**src/rtl/mcsr_pkg.sv**
```systemverilog
package mcsr_pkg;

  localparam int XLEN   = 32;
  localparam int ADDR_W = 12;

  localparam logic [ADDR_W-1:0] A_STATUS = 12'h300;
  localparam logic [ADDR_W-1:0] A_IEN    = 12'h304;
  localparam logic [ADDR_W-1:0] A_VEC    = 12'h305;
  localparam logic [ADDR_W-1:0] A_EPC    = 12'h341;
  localparam logic [ADDR_W-1:0] A_CAUSE  = 12'h342;
  localparam logic [ADDR_W-1:0] A_PEND   = 12'h344;

  // bit positions used by status, enable and pending registers
  localparam int GIE_BIT  = 3;
  localparam int PGIE_BIT = 7;
  localparam int TMR_BIT  = 7;
  localparam int SFT_BIT  = 3;

  typedef enum logic [1:0] {
    OP_NONE  = 2'd0,
    OP_WRITE = 2'd1,
    OP_SET   = 2'd2,
    OP_CLEAR = 2'd3
  } csr_op_e;

endpackage

```
**src/rtl/mcsr_irq_arb.sv**
```systemverilog
module mcsr_irq_arb #(
  parameter int XLEN       = 32,
  parameter int TIMER_CODE = 7,
  parameter int SOFT_CODE  = 3
) (
  input  logic            strobe,
  input  logic            gie,
  input  logic            line_tmr,
  input  logic            line_sft,
  input  logic            en_tmr,
  input  logic            en_sft,
  output logic            take,
  output logic [XLEN-1:0] cause
);
  localparam logic [XLEN-1:0] INT_FLAG = {1'b1, {(XLEN-1){1'b0}}};

  logic hit_tmr, hit_sft;

  always_comb begin
    hit_tmr = line_tmr & en_tmr;
    hit_sft = line_sft & en_sft;
    take    = strobe & gie & (hit_tmr | hit_sft);
    // timer outranks software
    if (hit_tmr) cause = INT_FLAG | XLEN'(TIMER_CODE);
    else         cause = INT_FLAG | XLEN'(SOFT_CODE);
  end
endmodule

```
**src/rtl/mcsr_wval.sv**
```systemverilog
module mcsr_wval
  import mcsr_pkg::*;
#(
  parameter int XLEN = 32
) (
  input  csr_op_e         op,
  input  logic            src_zero,
  input  logic [XLEN-1:0] old_val,
  input  logic [XLEN-1:0] operand,
  output logic            wr_req,
  output logic [XLEN-1:0] new_val
);
  always_comb begin
    wr_req  = 1'b0;
    new_val = old_val;
    unique case (op)
      OP_WRITE: begin
        wr_req  = 1'b1;
        new_val = operand;
      end
      OP_SET: begin
        wr_req  = ~src_zero;
        new_val = old_val | operand;
      end
      OP_CLEAR: begin
        wr_req  = ~src_zero;
        new_val = old_val & ~operand;
      end
      default: begin
        wr_req  = 1'b0;
        new_val = old_val;
      end
    endcase
  end
endmodule

```
**src/rtl/mcsr_regs.sv**
```systemverilog
module mcsr_regs
  import mcsr_pkg::*;
#(
  parameter int XLEN   = 32,
  parameter int ADDR_W = 12
) (
  input  logic              clk,
  input  logic              rst,
  input  logic              sw_we,
  input  logic [ADDR_W-1:0] sw_addr,
  input  logic [XLEN-1:0]   sw_val,
  input  logic              trap_take,
  input  logic [XLEN-1:0]   trap_cause,
  input  logic [XLEN-1:0]   trap_epc,
  input  logic              ret_do,
  output logic              st_gie,
  output logic              st_pgie,
  output logic              ie_tmr,
  output logic              ie_sft,
  output logic [XLEN-1:0]   vec_q,
  output logic [XLEN-1:0]   epc_q,
  output logic [XLEN-1:0]   cause_q
);
  localparam logic [XLEN-1:0] ALIGN_MASK = ~XLEN'(3);

  always_ff @(posedge clk) begin
    if (rst) begin
      st_gie  <= 1'b0;
      st_pgie <= 1'b0;
      ie_tmr  <= 1'b0;
      ie_sft  <= 1'b0;
      vec_q   <= '0;
      epc_q   <= '0;
      cause_q <= '0;
    end else if (trap_take) begin
      // trap entry updates atomically; any software write is dropped
      epc_q   <= trap_epc & ALIGN_MASK;
      cause_q <= trap_cause;
      st_pgie <= st_gie;
      st_gie  <= 1'b0;
    end else begin
      if (ret_do) begin
        st_gie  <= st_pgie;
        st_pgie <= 1'b1;
      end
      if (sw_we) begin
        unique case (sw_addr)
          A_STATUS: begin
            st_gie  <= sw_val[GIE_BIT];
            st_pgie <= sw_val[PGIE_BIT];
          end
          A_IEN: begin
            ie_tmr <= sw_val[TMR_BIT];
            ie_sft <= sw_val[SFT_BIT];
          end
          A_VEC:   vec_q   <= sw_val & ALIGN_MASK;
          A_EPC:   epc_q   <= sw_val & ALIGN_MASK;
          A_CAUSE: cause_q <= sw_val;
          default: ;
        endcase
      end
    end
  end
endmodule

```
**src/rtl/mcsr_trap_unit.sv**
```systemverilog
module mcsr_trap_unit
  import mcsr_pkg::*;
#(
  parameter int XLEN       = 32,
  parameter int ADDR_W     = 12,
  parameter int TIMER_CODE = 7,
  parameter int SOFT_CODE  = 3
) (
  input  logic              clk,
  input  logic              rst,
  input  logic              retire_i,
  input  logic              csr_en_i,
  input  logic [ADDR_W-1:0] csr_addr_i,
  input  logic [1:0]        csr_op_i,
  input  logic              csr_src_zero_i,
  input  logic [XLEN-1:0]   csr_wdata_i,
  input  logic              mret_i,
  input  logic [XLEN-1:0]   pc_i,
  input  logic              irq_timer_i,
  input  logic              irq_soft_i,
  output logic [XLEN-1:0]   csr_rdata_o,
  output logic              redirect_o,
  output logic [XLEN-1:0]   redirect_pc_o
);
  logic            st_gie, st_pgie, ie_tmr, ie_sft;
  logic [XLEN-1:0] vec_q, epc_q, cause_q;
  logic            trap_take;
  logic [XLEN-1:0] trap_cause;
  logic            is_csr, ret_do, wr_req, sw_we;
  logic [XLEN-1:0] old_val, new_val;
  csr_op_e         op;

  assign op = csr_op_e'(csr_op_i);

  // interrupt qualification and priority
  mcsr_irq_arb #(
    .XLEN(XLEN), .TIMER_CODE(TIMER_CODE), .SOFT_CODE(SOFT_CODE)
  ) u_arb (
    .strobe  (retire_i),
    .gie     (st_gie),
    .line_tmr(irq_timer_i),
    .line_sft(irq_soft_i),
    .en_tmr  (ie_tmr),
    .en_sft  (ie_sft),
    .take    (trap_take),
    .cause   (trap_cause)
  );

  // read multiplexer with field views
  always_comb begin
    old_val = '0;
    unique case (csr_addr_i)
      A_STATUS: begin
        old_val[GIE_BIT]  = st_gie;
        old_val[PGIE_BIT] = st_pgie;
      end
      A_IEN: begin
        old_val[TMR_BIT] = ie_tmr;
        old_val[SFT_BIT] = ie_sft;
      end
      A_VEC:   old_val = vec_q;
      A_EPC:   old_val = epc_q;
      A_CAUSE: old_val = cause_q;
      A_PEND: begin
        old_val[TMR_BIT] = irq_timer_i;
        old_val[SFT_BIT] = irq_soft_i;
      end
      default: old_val = '0;
    endcase
  end

  mcsr_wval #(.XLEN(XLEN)) u_wval (
    .op      (op),
    .src_zero(csr_src_zero_i),
    .old_val (old_val),
    .operand (csr_wdata_i),
    .wr_req  (wr_req),
    .new_val (new_val)
  );

  assign is_csr = retire_i & csr_en_i & ~mret_i;
  assign sw_we  = is_csr & wr_req;            // gated by strobe
  assign ret_do = retire_i & mret_i & ~trap_take;

  mcsr_regs #(.XLEN(XLEN), .ADDR_W(ADDR_W)) u_regs (
    .clk       (clk),
    .rst       (rst),
    .sw_we     (sw_we),
    .sw_addr   (csr_addr_i),
    .sw_val    (new_val),
    .trap_take (trap_take),
    .trap_cause(trap_cause),
    .trap_epc  (pc_i),
    .ret_do    (ret_do),
    .st_gie    (st_gie),
    .st_pgie   (st_pgie),
    .ie_tmr    (ie_tmr),
    .ie_sft    (ie_sft),
    .vec_q     (vec_q),
    .epc_q     (epc_q),
    .cause_q   (cause_q)
  );

  // registered outputs
  always_ff @(posedge clk) begin
    if (rst) begin
      csr_rdata_o   <= '0;
      redirect_o    <= 1'b0;
      redirect_pc_o <= '0;
    end else begin
      if (is_csr) csr_rdata_o <= old_val;
      redirect_o <= trap_take | ret_do;
      if (trap_take)   redirect_pc_o <= {vec_q[XLEN-1:2], 2'b00};
      else if (ret_do) redirect_pc_o <= epc_q;
    end
  end
endmodule

```
**config.mk**
```make
export PLATFORM = sky130hd
export DESIGN_NAME = mcsr_trap_unit
export DESIGN_NICKNAME = d
export VERILOG_FILES = /design/src/rtl/mcsr_pkg.sv /design/src/rtl/mcsr_irq_arb.sv /design/src/rtl/mcsr_wval.sv /design/src/rtl/mcsr_regs.sv /design/src/rtl/mcsr_trap_unit.sv
export SDC_FILE = /design/constraint.sdc
export NUM_CORES = 1
export LEC_CHECK = 0
export ABC_AREA = 0
export BUFFER_PORTS_ARGS = -buffer_cell sky130_fd_sc_hd__clkbuf_2
export CORE_ASPECT_RATIO = 1.25
export CORE_MARGIN = 2
export CORE_UTILIZATION = 40
export CTS_BUF_LIST = sky130_fd_sc_hd__clkbuf_8
export CTS_CLUSTER_DIAMETER = 120
export DETAILED_ROUTE_END_ITERATION = 10
export PLACE_DENSITY = 0.63
export SLEW_MARGIN = 0
export SYNTH_ARGS = -nofsm -noshare
export SYNTH_HDL_FRONTEND = slang
export SYNTH_HIERARCHICAL = 1
export SYNTH_SLANG_ARGS = --single-unit
export TNS_END_PERCENT = 30
```
**constraint.sdc**
```tcl
create_clock -name clk -period 6.9 [get_ports clk]
set_clock_uncertainty 0.2 [all_clocks]
set_input_delay 0.69 -clock clk [delete_from_list [all_inputs] [get_ports clk]]
set_output_delay 0.69 -clock clk [all_outputs]
set_load 0.02 [all_outputs]
```
Yosys cells after proc, flatten, opt, wreduce, memory -nomap -nowiden --
Cells that the tools add are included.
Word-level totals: register bits 159, output and inout bits 65, bits of input ports 86
Cells by class: muxes and demuxes 23, reductions and logical operators 10, bitwise gates (word level) 17, equal/unequal tests 9
Operators with widths (count):
- 2-to-1 mux 32 bit | 8
- case mux 32 bit (3 select lines) | 1
- equality test 12 x 10 -> 1 bit, second input constant | 6
- case mux 24 bit (3 select lines) | 1
- bitwise AND 32 bit | 1
- NOT 32 bit | 1
- bitwise OR 32 bit | 1
- case mux 3 bit (3 select lines) | 2
- case mux 1 bit (6 select lines) | 2
- bitwise AND 1 bit | 9
- nonzero test 2 bit | 4
- 2-to-1 mux 1 bit | 7
- AND reduction 3 bit | 2
- equality test 2 bit, second input constant | 2
- AND reduction 2 bit | 2
- OR reduction 2 bit | 2
- 2-to-1 mux 3 bit | 1
- NOT 1 bit | 3
- equality test 2 x 1 -> 1 bit, second input constant | 1
- bitwise OR 1 bit | 2
- case mux 1 bit (2 select lines) | 1

Logic depth before layout (Yosys ltp) --
Gate-level depths: netlist (run 1).
depth after elaboration 9, mapped depth 10

Cells and area by module --
Netlist (run 1), hierarchy kept.
By module, submodules not included:
- mcsr_regs | cells an instance 515, area an instance 4640.7 um^2, times used 1
- mcsr_trap_unit | cells an instance 387, area an instance 3579.7 um^2, times used 1
- mcsr_wval | cells an instance 144, area an instance 1006.0 um^2, times used 1
- mcsr_irq_arb | cells an instance 38, area an instance 270.3 um^2, times used 1

Worst setup path before layout (run 1) --
No wires, ideal clock.
path type input to register, from input csr_addr_i[1], to register u_regs.cause_q[19], library setup time 0.103 ns, cell stages on the path 10, slack 3.786 ns, arrival time 2.811 ns, cells stage by stage or4_1 > buf_2 > nor4_4 > buf_6 > a22oi_2 > nand2_1 > inv_1 > a22oi_1 > nor3_1 > a2111oi_2
On the way: word-level cells in the longest chain between the ends 7, elaborated cells on any way between the ends 12
Ends and longest elaborated chain:
- start: declaration | RTL line mcsr_trap_unit.sv:13 | input logic [ADDR_W-1:0] csr_addr_i,
- equality test 12 x 10 -> 1 bit | RTL line mcsr_trap_unit.sv:52 | unique case (csr_addr_i)
- case mux 24 bit (3 select lines) * | RTL line mcsr_trap_unit.sv:52
- named net old_val[19] | RTL line mcsr_trap_unit.sv:30 | logic [XLEN-1:0] old_val, new_val;
- bitwise AND 32 bit or bitwise OR 32 bit (tied branches) | RTL line mcsr_wval.sv:27, mcsr_wval.sv:23
- case mux 32 bit (3 select lines) * | RTL line mcsr_wval.sv:16 | unique case (op)
- named net new_val[19] | RTL line mcsr_trap_unit.sv:30
- 2-to-1 mux 32 bit * | RTL line mcsr_regs.sv:47 | unique case (sw_addr)
- 2-to-1 mux 32 bit * | RTL line mcsr_regs.sv:46 | if (sw_we) begin
- 2-to-1 mux 32 bit * | RTL line mcsr_regs.sv:35 | end else if (trap_take) begin
- end signal: assignment | RTL line mcsr_regs.sv:38 | cause_q <= trap_cause;
- end signal: assignment | RTL line mcsr_regs.sv:58 | A_CAUSE: cause_q <= sw_val;
- end: declaration | RTL line mcsr_regs.sv:22 | output logic [XLEN-1:0] cause_q
Mark *: on every way through the listed nets, which the timed path passes. The rest lies on a longest branch. The select of a mux whose other input is x is not followed. A chain may end at the register's enable or synchronous reset.

Worst setup path after layout (run 1) --
from input csr_addr_i[1], to register u_regs.epc_q[20]
On the way: word-level cells in the longest chain between the ends 7, elaborated cells on any way between the ends 12
Ends and longest elaborated chain:
- equality test 12 x 10 -> 1 bit | RTL line mcsr_trap_unit.sv:52
- case mux 24 bit (3 select lines) * | RTL line mcsr_trap_unit.sv:52
- named net old_val[20] | RTL line mcsr_trap_unit.sv:30
- bitwise AND 32 bit or bitwise OR 32 bit (tied branches) | RTL line mcsr_wval.sv:27, mcsr_wval.sv:23
- case mux 32 bit (3 select lines) * | RTL line mcsr_wval.sv:16
- named net new_val[20] | RTL line mcsr_trap_unit.sv:30
- 2-to-1 mux 32 bit * | RTL line mcsr_regs.sv:47
- 2-to-1 mux 32 bit * | RTL line mcsr_regs.sv:46
- 2-to-1 mux 32 bit * | RTL line mcsr_regs.sv:35
- end signal: assignment | RTL line mcsr_regs.sv:37 | epc_q <= trap_epc & ALIGN_MASK;
- end signal: assignment | RTL line mcsr_regs.sv:57 | A_EPC: epc_q <= sw_val & ALIGN_MASK;
- end: declaration | RTL line mcsr_regs.sv:21 | output logic [XLEN-1:0] epc_q,
Marks and branches as above.

==> results.json, run 1 <==
{
  "status": "completed",
  "cts.clk_slew.worst_paths_ns": 0.08,
  "crit_fanout": 19,
  "yosys_warnings": 6,
  "synth_top_area_frac": 0.339,
  "yosysMostFrequentCell": "dfxtp_1",
  "dieHeight_um": 176,
  "numPortBuffers": 148,
  "hold_buffers": 0,
  "power.leakage_nw": 3.83,
  "die_area_um2": 25000,
  "min_delay_worst_endpoint": "u_regs/vec_q[15]",
  "synth_mux_area_frac": 0.0746,
  "cts_tree": "yes",
  "powerDensity_nw_per_um2": 177,
  "drive_gt1_frac": 0.298,
  "synth_top_family_by_area": "compound AO/OA/AOI/OAI gates",
  "hold_depth": 2,
  "nNetsFinal": 1248,
  "grtUsageTotal": 0.200,
  "drc": 0,
  "ir_drop_v": 0.000146,
  "seq_area_frac_synth": 0.339,
  "reg2reg_depth": 7,
  "netlist_area_um2": 9500,
  "crit_arrival_ns": 4.16,
  "grt_setup_unrepaired": "no",
  "cts.sinks": 161,
  "slew_viol_final": 0,
  "drt-total-wl_mm": 25.0,
  "crit_type": "in2reg",
  "core_area_um2": 23500,
  "synth_compound_area_frac": 0.247,
  "ys.flop_type": "dfxtp_1",
  "antenna_found_initial": 0,
  "path_cells": "clkbuf_2, or4_1, nor4_4, buf_4, a22oi_2, nand2_1, inv_1, a22oi_1, nor3_1, a2111oi_2",
  "synth.distinct_cells": 53,
  "rr_startpoint": "u_regs/ie_tmr",
  "io_pins": 151,
  "synthTopCellsByCount": "161 x dfxtp_1, 133 x nor2_1, 128 x nand2_1, 69 x nor3_1, 64 x nor2b_1",
  "drt-initial-drc-count": 462,
  "rr_endpoint": "u_regs/vec_q[2]",
  "floorplan.rows": 63,
  "synthCells": 1084,
  "insertion_delay_ns": 0.45,
  "die_x_um": 142,
  "cts_max_path_buffers": 2,
  "wl_per_cell_um": 17.0,
  "gp_congestion": 0.813,
  "critical-path-max-stage-delay_ns": 0.99,
  "cts_buffers": 17,
  "vias_per_cell": 5.40,
  "postCtsSetupBuffers": 0,
  "max-slew-margin-rel": 0.181,
  "ant_nets": 0,
  "ctsResizeCount": 0,
  "cts_root_buffer": "clkbuf_8",
  "finalCriticalPeriod_ns": 4.02,
  "end_kind": "flop",
  "grt_overflow": 0,
  "synth_seq_cells": 161,
  "ys_top_cells_by_area": "dfxtp_1 34%, a2111oi_2 9.8%, nor2_1 5.3%",
  "areaGrowthSynthToFinish_pct": 10.7,
  "p_total_mw": 1.86,
  "setup_tns_ns": 0,
  "async_flop_share": 0,
  "max_freq_mhz": 249,
  "tightest_slew_ns": 1.22,
  "grt_max_degree": 224,
  "fillers": 2343,
  "dp_hpwl_mm": 15.1,
  "diodes": 0,
  "hp-start": "u_regs/vec_q[15]",
  "r2r_setup_slack_ns": 3.81,
  "cp-start-kind": "input pin",
  "syn_avg_cell_area_um2": 8.76,
  "setup_violations": 0,
  "min_period_over_period": 0.582,
  "grt_first_pass_wirelength_mm": 39.2,
  "cap_violations": 0,
  "cp.required_ns": 7.04,
  "grt_pass1_vias": 7415,
  "fin_util": 0.448,
  "yosys.area_share.simple": 0.215,
  "cts.htree.levels": 4,
  "synth_edf_count": 0,
  "drt_pass1_iterations": 5,
  "start_util": 0.404,
  "hold_viol": 0,
  "synth_top_area_cell": "dfxtp_1",
  "synthAdderAreaFrac": 0,
  "holdCritPathClass": "reg2reg",
  "crit_slowest_cell": "nor4_4",
  "synth-xor-area-share": 0.0295,
  "num_vias": 7910
}
==> worst max path at each step <==
| stage | start | to | cells after the start |
|---|---|---|---|
| after global routing | csr_addr_i[10] | u_regs/epc_q[23] | 10 |
| final | csr_addr_i[1] | u_regs/epc_q[20] | 10 |
| after floorplan | csr_addr_i[1] | u_regs/cause_q[19] | 10 |
| after detailed placement | csr_addr_i[1] | u_regs/epc_q[20] | 10 |
| after CTS | csr_addr_i[1] | u_regs/cause_q[22] | 10 |
| after global placement | csr_addr_i[1] | u_regs/epc_q[16] | 10 |
==> worst max-delay path: cells and delay by family <==
family	cells	cell delay, ns
AOI/OAI and AO/OA	3	0.81
and+or+nand+nor	4	1.95
buffers and inverters	3	0.69
==> cells in the final DEF (no fill, tap or decap), types with 2 or more instances in the layout <==
| cell | Yosys | final |
|---|---|---|
| nand4_4 | 1 | 2 |
| a2111oi_2 | 62 | 62 |
| nand2_1 | 128 | 127 |
| clkbuf_8 | 0 | 19 |
| clkinv_2 | 0 | 4 |
| o21ai_0 | 27 | 27 |
| buf_4 | 44 | 11 |
| a21oi_1 | 32 | 32 |
| nor2_1 | 133 | 131 |
| conb_1 | 3 | 35 |
| a22oi_2 | 34 | 34 |
| xnor2_1 | 32 | 32 |
| a311oi_2 | 19 | 19 |
| nor2b_1 | 64 | 64 |
| clkinv_4 | 0 | 2 |
| or4_1 | 2 | 2 |
| o211ai_1 | 2 | 2 |
| clkbuf_2 | 2 | 145 |
| inv_1 | 34 | 36 |
| a311oi_1 | 13 | 13 |
| nand3b_1 | 2 | 2 |
| nor2_4 | 0 | 2 |
| a22oi_1 | 29 | 29 |
| or3b_2 | 3 | 3 |
| nor4_4 | 1 | 2 |
| mux2i_1 | 37 | 37 |
| mux2_2 | 30 | 30 |
| o21ai_1 | 5 | 5 |
| nand4_1 | 3 | 3 |
| dfxtp_1 | 161 | 161 |
| nor3_1 | 69 | 68 |
| bufinv_16 | 0 | 3 |
| nand4b_1 | 2 | 2 |
| nor4_1 | 5 | 5 |
| nand3_1 | 2 | 2 |
==> registers in the layout, summed over array words and instances (netlist names) <==
register	cells
u_regs/ie_sft	1
redirect_pc_o	32
u_regs/epc_q	30
u_regs/ie_tmr	1
redirect_o	1
u_regs/st_pgie	1
u_regs/st_gie	1
csr_rdata_o	32
u_regs/cause_q	32
u_regs/vec_q	30
==> logic make-up (layout without fill, tap and decap cells) <==
family / after synthesis / after routing
mux: 67 / 67
buf+inv: 166 / 224
simple gates: 428 / 428
other cells: 3 / 35
compound gates: 227 / 227
flops: 161 / 161
xor+xnor: 32 / 32
==> power by group <==
part / internal, mW / switching (mW)
Clock: 0.371 / 0.353
Combinational: 0.0691 / 0.119
Sequential: 0.939 / 0.00674
==> through the flow <==
stage          cells  setup slack (ns)  hold slack, ns  instance area (um2)
5_1_grt         1466              2.69           0.297                10500
3_3_place_gp    1435              2.47           0.253                10100
6_report        1466              2.88           0.268                10500
2_1_floorplan   1116              3.79           0.244                 9620
3_5_place_dp    1435              2.42           0.261                10100
4_1_cts         1466              2.91           0.271                10500
==> final cells by class <==
type                       count  area (um2)  share of cell area
timing repair buffer         159         845              0.0803
tap                          292         365              0.0347
multi-input combinational    789        5550               0.528
clock inverter                12         143              0.0136
clock buffer                  19         262              0.0249
inverter                      34         128              0.0121
sequential                   161        3220               0.307
==> routing by layer <==
layer	part of all wire	wire length [um]	track usage
met5	0	0	0
met4	0.026	644	0.0792
met3	0.040	1010	0.0355
met2	0.49	12300	0.343
met1	0.44	11000	0.248
No activity file was read; power rests on OpenSTA's default activity.
==> run 2: changes to the inputs <==
--- a/config.mk
+++ b/config.mk
@@ -13,7 +13,7 @@
 export CTS_BUF_LIST = sky130_fd_sc_hd__clkbuf_8
 export CTS_CLUSTER_DIAMETER = 120
 export DETAILED_ROUTE_END_ITERATION = 10
-export PLACE_DENSITY = 0.63
+export PLACE_DENSITY = 0.65
 export SLEW_MARGIN = 0
 export SYNTH_ARGS = -nofsm -noshare
 export SYNTH_HDL_FRONTEND = slang
==> constraint.sdc (replaced) <==
create_clock -name clk -period 3.5 [get_ports clk]
set_clock_uncertainty 0.2 [all_clocks]
set_input_delay 0.35 -clock clk [delete_from_list [all_inputs] [get_ports clk]]
set_output_delay 0.35 -clock clk [all_outputs]
set_load 0.02 [all_outputs]
==> results.json, run 2 (same netlist as run 1, synthesis figures left out) <==
{
  "crit_arrival_ns": 2.88,
  "cap_violations": 0,
  "ctsResizeCount": 0,
  "powerDensity_nw_per_um2": 332,
  "die_area_um2": 25000,
  "drc": 0,
  "grt_max_degree": 130,
  "areaGrowthSynthToFinish_pct": 14.4,
  "hold_viol": 0,
  "grt_overflow": 0,
  "nNetsFinal": 1285,
  "fin_util": 0.463,
  "dieHeight_um": 176,
  "dp_hpwl_mm": 15.8,
  "crit_fanout": 64,
  "core_area_um2": 23500,
  "wl_per_cell_um": 16.8,
  "crit_type": "in2reg",
  "cp-start-kind": "input pin",
  "cts.htree.levels": 4,
  "use_met2": 0.362,
  "cts_tree": "yes",
  "cts_buffers": 17,
  "floorplan.rows": 63,
  "power.leakage_nw": 3.99,
  "largestRegisters": "csr_rdata_o: 32 flops, redirect_pc_o: 32 flops, u_regs/cause_q: 32 flops",
  "io_pins": 151,
  "holdCritPathClass": "in2reg",
  "use_met3": 0.0377,
  "grt_setup_unrepaired": "no",
  "hold_depth": 3,
  "busiest_layer": "met2",
  "slew_viol_final": 0,
  "grt_use_met1": 0.244,
  "post-place-ws_ns": 0.294,
  "cts.sinks": 161,
  "cp.required_ns": 3.66,
  "vias_per_cell": 5.40,
  "tightest_slew_ns": 1.16,
  "final_common_cell": "dfxtp_1",
  "drt_pass1_iterations": 5,
  "setup_violations": 0,
  "grt_pass1_vias": 7784,
  "gp_congestion": 0.798,
  "setup_ws_ns": 0.780,
  "min_period_over_period": 0.777,
  "drive_gt1_frac": 0.301,
  "drt-initial-drc-count": 390,
  "start_util": 0.404,
  "max-slew-margin-rel": 0.227,
  "numPortBuffers": 148,
  "diodes": 0,
  "end_kind": "flop",
  "max_freq_mhz": 368,
  "setup_tns_ns": 0,
  "layout_common_cells": "161 x dfxtp_1, 145 x clkbuf_2, 131 x nor2_1",
  "insertion_delay_ns": 0.48,
  "die_x_um": 142,
  "drt-total-wl_mm": 25.3,
  "cts_root_buffer": "clkbuf_8",
  "grtUsageTotal": 0.204,
  "status": "completed",
  "num_vias": 8117,
  "finalCriticalPeriod_ns": 2.72,
  "antenna_found_initial": 0,
  "cts.clk_slew.worst_paths_ns": 0.10,
  "grt_first_pass_wirelength_mm": 40.4,
  "cts_max_path_buffers": 2,
  "ant_nets": 0,
  "ir_drop_v": 0.000253,
  "reg2reg_depth": 8
}
[run 2: cell types whose count changed in the layout (fill, tap and decap cells not counted), moves of 2 or more]
cell and change:
clkinv_2 -2, inv_8 +2, inv_6 +7, buf_12 +4
inv_1 -2, bufinv_16 -3, buf_4 +8, dlygate4sd3_1 +25
[run 2: repair_timing]
| action | in CTS | in global routing |
|---|---|---|
| endpoints found under the hold margin | 24 | 0 |
| setup endpoints to repair | 0 | 0 |
| buffers inserted | 0 | 0 |
| hold buffers | 25 | 0 |
[run 2: final timing paths]
check	to	slack (ns)	from
worst max-delay path	u_regs/cause_q[16]	0.78	retire_i
worst min-delay path	u_regs/epc_q[27]	0.04	pc_i[27]
worst max register to register	u_regs/cause_q[7]	0.90	u_regs/st_pgie
worst min register to register	u_regs/vec_q[5]	0.27	u_regs/vec_q[5]
[run 2: area by class of cell]
type / count / area [um2]
multi-input combinational: 789 / 5550
clock buffer: 18 / 248
sequential: 161 / 3220
clock inverter: 14 / 120
timing repair buffer: 196 / 1230
tap: 292 / 365
inverter: 34 / 128
fill: 2256 / 12600
[run 2: report_power, final]
part	switching (mW)	leakage [nW]	total, mW	internal [mW]
Sequential	0.0126	1.30	1.86	1.85
Clock	0.805	0.193	1.34	0.536
Combinational	0.243	2.49	0.402	0.159
[run 2: through the flow]
stage               cell area (um2)  power (mW)  hold WS [ns]  std cells
floorplan                      9620        2.18         0.244       1116
CTS                           10900        3.64       0.00171       1504
finish                        10900        3.61        0.0365       1504
global route                  10900        3.74        0.0216       1504
detailed placement            10200        2.29         0.262       1447
global placement              10200        2.28         0.252       1447
[run 2: worst max-delay path, stage by stage]
cell and delay (ns):
dlygate4sd3_1 0.53, clkbuf_2 0.14, nand2_1 0.11, nor2_4 0.04, and2_1 0.15, nor3b_2 0.21, nand4_4 0.08, buf_4 0.71
nor3_1 0.12, a2111oi_2 0.39
[run 2: metal layers]
metal / vias up / share of wire
met4: 0 / 0.020
met3: 34 / 0.041
met1: 3869 / 0.43
met2: 190 / 0.51
li1: 4024 / -
met5: - / 0
==> run 3: changes to the inputs <==
--- a/config.mk
+++ b/config.mk
@@ -5,7 +5,7 @@
 export SDC_FILE = /design/constraint.sdc
 export NUM_CORES = 1
 export LEC_CHECK = 0
-export ABC_AREA = 0
+export ABC_AREA = 1
 export BUFFER_PORTS_ARGS = -buffer_cell sky130_fd_sc_hd__clkbuf_2
 export CORE_ASPECT_RATIO = 1.25
 export CORE_MARGIN = 2
==> constraint.sdc (replaced) <==
create_clock -name clk -period 2.5 [get_ports clk]
set_clock_uncertainty 0.2 [all_clocks]
set_input_delay 0.25 -clock clk [delete_from_list [all_inputs] [get_ports clk]]
set_output_delay 0.25 -clock clk [all_outputs]
set_load 0.02 [all_outputs]
==> results.json, run 3 <==
{
  "status": "completed",
  "power.leakage_nw": 5.23,
  "cts_root_buffer": "clkbuf_8",
  "crit_top_cell": "nand2_1",
  "ys_top_cells_by_area": "dfxtp_1 35%, nand2_1 23%, nand3_1 6.1%",
  "min_delay_worst_endpoint": "u_regs/vec_q[13]",
  "grt_overflow": 0,
  "io_pins": 151,
  "ir_drop_v": 0.000336,
  "clock_power_share": 0.379,
  "grtUsageTotal": 0.235,
  "wl_per_cell_um": 15.4,
  "synth_top_area_cell": "dfxtp_1",
  "synth.distinct_cells": 36,
  "largestRegisters": "csr_rdata_o: 32 flops, redirect_pc_o: 32 flops, u_regs/cause_q: 32 flops",
  "switching_share": 0.294,
  "net-switching-power_mw": 1.53,
  "async_flop_share": 0,
  "crit_fanout": 44,
  "rr_startpoint": "u_regs/ie_sft",
  "yosys_warnings": 6,
  "p_seq_frac": 0.502,
  "holdCritPathClass": "in2reg",
  "grt_max_degree": 65,
  "drive_gt1_frac": 0.217,
  "cts.sinks": 161,
  "dieHeight_um": 174,
  "reg2reg_depth": 8,
  "netlist_area_um2": 9240,
  "synthCells": 1417,
  "postCtsSetupBuffers": 0,
  "synthTopCellsByCount": "555 x nand2_1, 161 x dfxtp_1, 112 x nand3_1, 99 x inv_1, 98 x a21oi_1",
  "setup_ws_ns": 0.426,
  "yosysMostFrequentCell": "nand2_1",
  "grt_pass1_vias": 8561,
  "slew_viol_final": 0,
  "postPlaceCellArea_um2": 10100,
  "synth_top_area_frac": 0.349,
  "path_cells": "nand2_1, a21oi_4, buf_12, buf_4, nand2_1, nand2_1, nand3_1, a21oi_1",
  "post-place-ws_ns": 0.225,
  "ys.flop_type": "dfxtp_1",
  "synth_seq_cells": 161,
  "rr_endpoint": "u_regs/epc_q[25]",
  "nNetsFinal": 1649,
  "synth_edf_count": 0,
  "crit_arrival_ns": 2.28,
  "antenna_found_initial": 0,
  "floorplan.rows": 62,
  "diodes": 0,
  "cp.required_ns": 2.71,
  "hp-start": "csr_wdata_i[13]",
  "grt_setup_unrepaired": "no",
  "grt_first_pass_wirelength_mm": 45.3,
  "die_x_um": 140,
  "critical-path-max-stage-delay_ns": 0.45,
  "combPwrFrac": 0.120,
  "path_delay_family": "buffers and inverters",
  "min_period_over_period": 0.830,
  "crit_type": "reg2reg",
  "max-slew-margin-rel": 0.496,
  "drc": 0,
  "cts_max_path_buffers": 2,
  "cts.htree.levels": 4,
  "final_common_cell": "nand2_1",
  "ctsResizeCount": 0,
  "path_buf_inv": 2,
  "cp-start-kind": "flop",
  "areaGrowthSynthToFinish_pct": 17.1,
  "tightest_slew_ns": 0.755,
  "crit_slowest_cell": "buf_4",
  "end_kind": "flop",
  "die_area_um2": 24300,
  "cap_violations": 0,
  "seq_area_frac_synth": 0.349,
  "cts.clk_slew.worst_paths_ns": 0.09,
  "numPortBuffers": 148,
  "setup_tns_ns": 0,
  "drt-initial-drc-count": 693,
  "hold_viol": 0,
  "dp_hpwl_mm": 18.8,
  "fin_util": 0.475,
  "intPower_mw": 3.67,
  "r2r_setup_slack_ns": 0.43,
  "stdcell_area_um2": 10800,
  "layout_common_cells": "554 x nand2_1, 161 x dfxtp_1, 147 x clkbuf_2",
  "whs_ns": 0.0208,
  "hold_buffers": 36,
  "drt_pass1_iterations": 5,
  "setup_violations": 0,
  "core_area_um2": 22800,
  "drt-total-wl_mm": 28.7,
  "insertion_delay_ns": 0.49,
  "vias_per_cell": 4.93,
  "start_util": 0.405,
  "finalCriticalPeriod_ns": 2.07,
  "gp_congestion": 0.844,
  "cts_buffers": 17,
  "hold_depth": 5,
  "syn_avg_cell_area_um2": 6.52,
  "num_vias": 9197,
  "max_freq_mhz": 482,
  "ant_nets": 0,
  "powerDensity_nw_per_um2": 480,
  "cts_tree": "yes"
}
run 3: cell count changes after synthesis, moves of 65 or more:
| cell | change |
|---|---|
| nor2_1 | -77 |
| nand3_1 | +110 |
| nor3_1 | -68 |
| inv_1 | +65 |
| a21oi_1 | +66 |
| nand2_1 | +427 |
run 3: logic make-up after synthesis:
family	Yosys count	share of synthesized area
AO/OA/AOI/OAI	183	0.102
buffers and inverters	229	0.137
flip-flops	161	0.349
other	3	0.00122
AND/OR/NAND/NOR	841	0.411
run 3: final cells by class:
type / instances / area, um2
Inverter: 102 / 385
Fill cell: 2428 / 12000
Timing Repair Buffer: 222 / 1550
Tap cell: 288 / 360
Clock inverter: 14 / 145
Multi-Input combinational cell: 1059 / 4910
Sequential cell: 161 / 3220
Clock buffer: 18 / 248
run 3: worst max-delay path by stage:
stage                   startpoint            endpoint  cells after the start  slack, ns
floorplan                 csr_en_i    u_regs/vec_q[10]                     11       0.49
global placement     csr_addr_i[5]  u_regs/cause_q[26]                     14       0.24
detailed placement  csr_addr_i[11]  u_regs/cause_q[31]                     14       0.22
CTS                  u_regs/ie_sft    u_regs/epc_q[24]                      8       0.45
global route         u_regs/st_gie    u_regs/epc_q[23]                      8       0.28
finish               u_regs/ie_sft    u_regs/epc_q[25]                      8       0.43
run 3: power groups by stage:
stage          logic [mW]  clock network [mW]  registers [mW]
2_1_floorplan       0.364                   0            2.70
3_3_place_gp        0.570                   0            2.66
3_5_place_dp        0.576                   0            2.66
4_1_cts             0.624                2.00            2.60
5_1_grt             0.688                2.09            2.61
6_report            0.622                1.97            2.60
run 3: worst register-to-register path, stage by stage, from the launching register on:
cell,delay (ns)
dfxtp_1,0.36
nand2_1,0.12
a21oi_4,0.22
buf_12,0.20
buf_4,0.45
nand2_1,0.13
nand2_1,0.09
nand3_1,0.07
a21oi_1,0.17
run 3: stage by stage:
stage / total power, mW / std cells
floorplan: 3.06 / 1449
global placement: 3.23 / 1796
detailed placement: 3.24 / 1796
CTS: 5.23 / 1864
global route: 5.39 / 1864
finish: 5.19 / 1864
run 3: metal layers:
layer | vias to the layer above | track usage | share of wire
met4 | 0 | 0.0838 | 0.025
met2 | 252 | 0.411 | 0.50
met3 | 40 | 0.0444 | 0.051
li1 | 4673 | - | -
met1 | 4232 | 0.288 | 0.42
met5 | - | 0 | 0
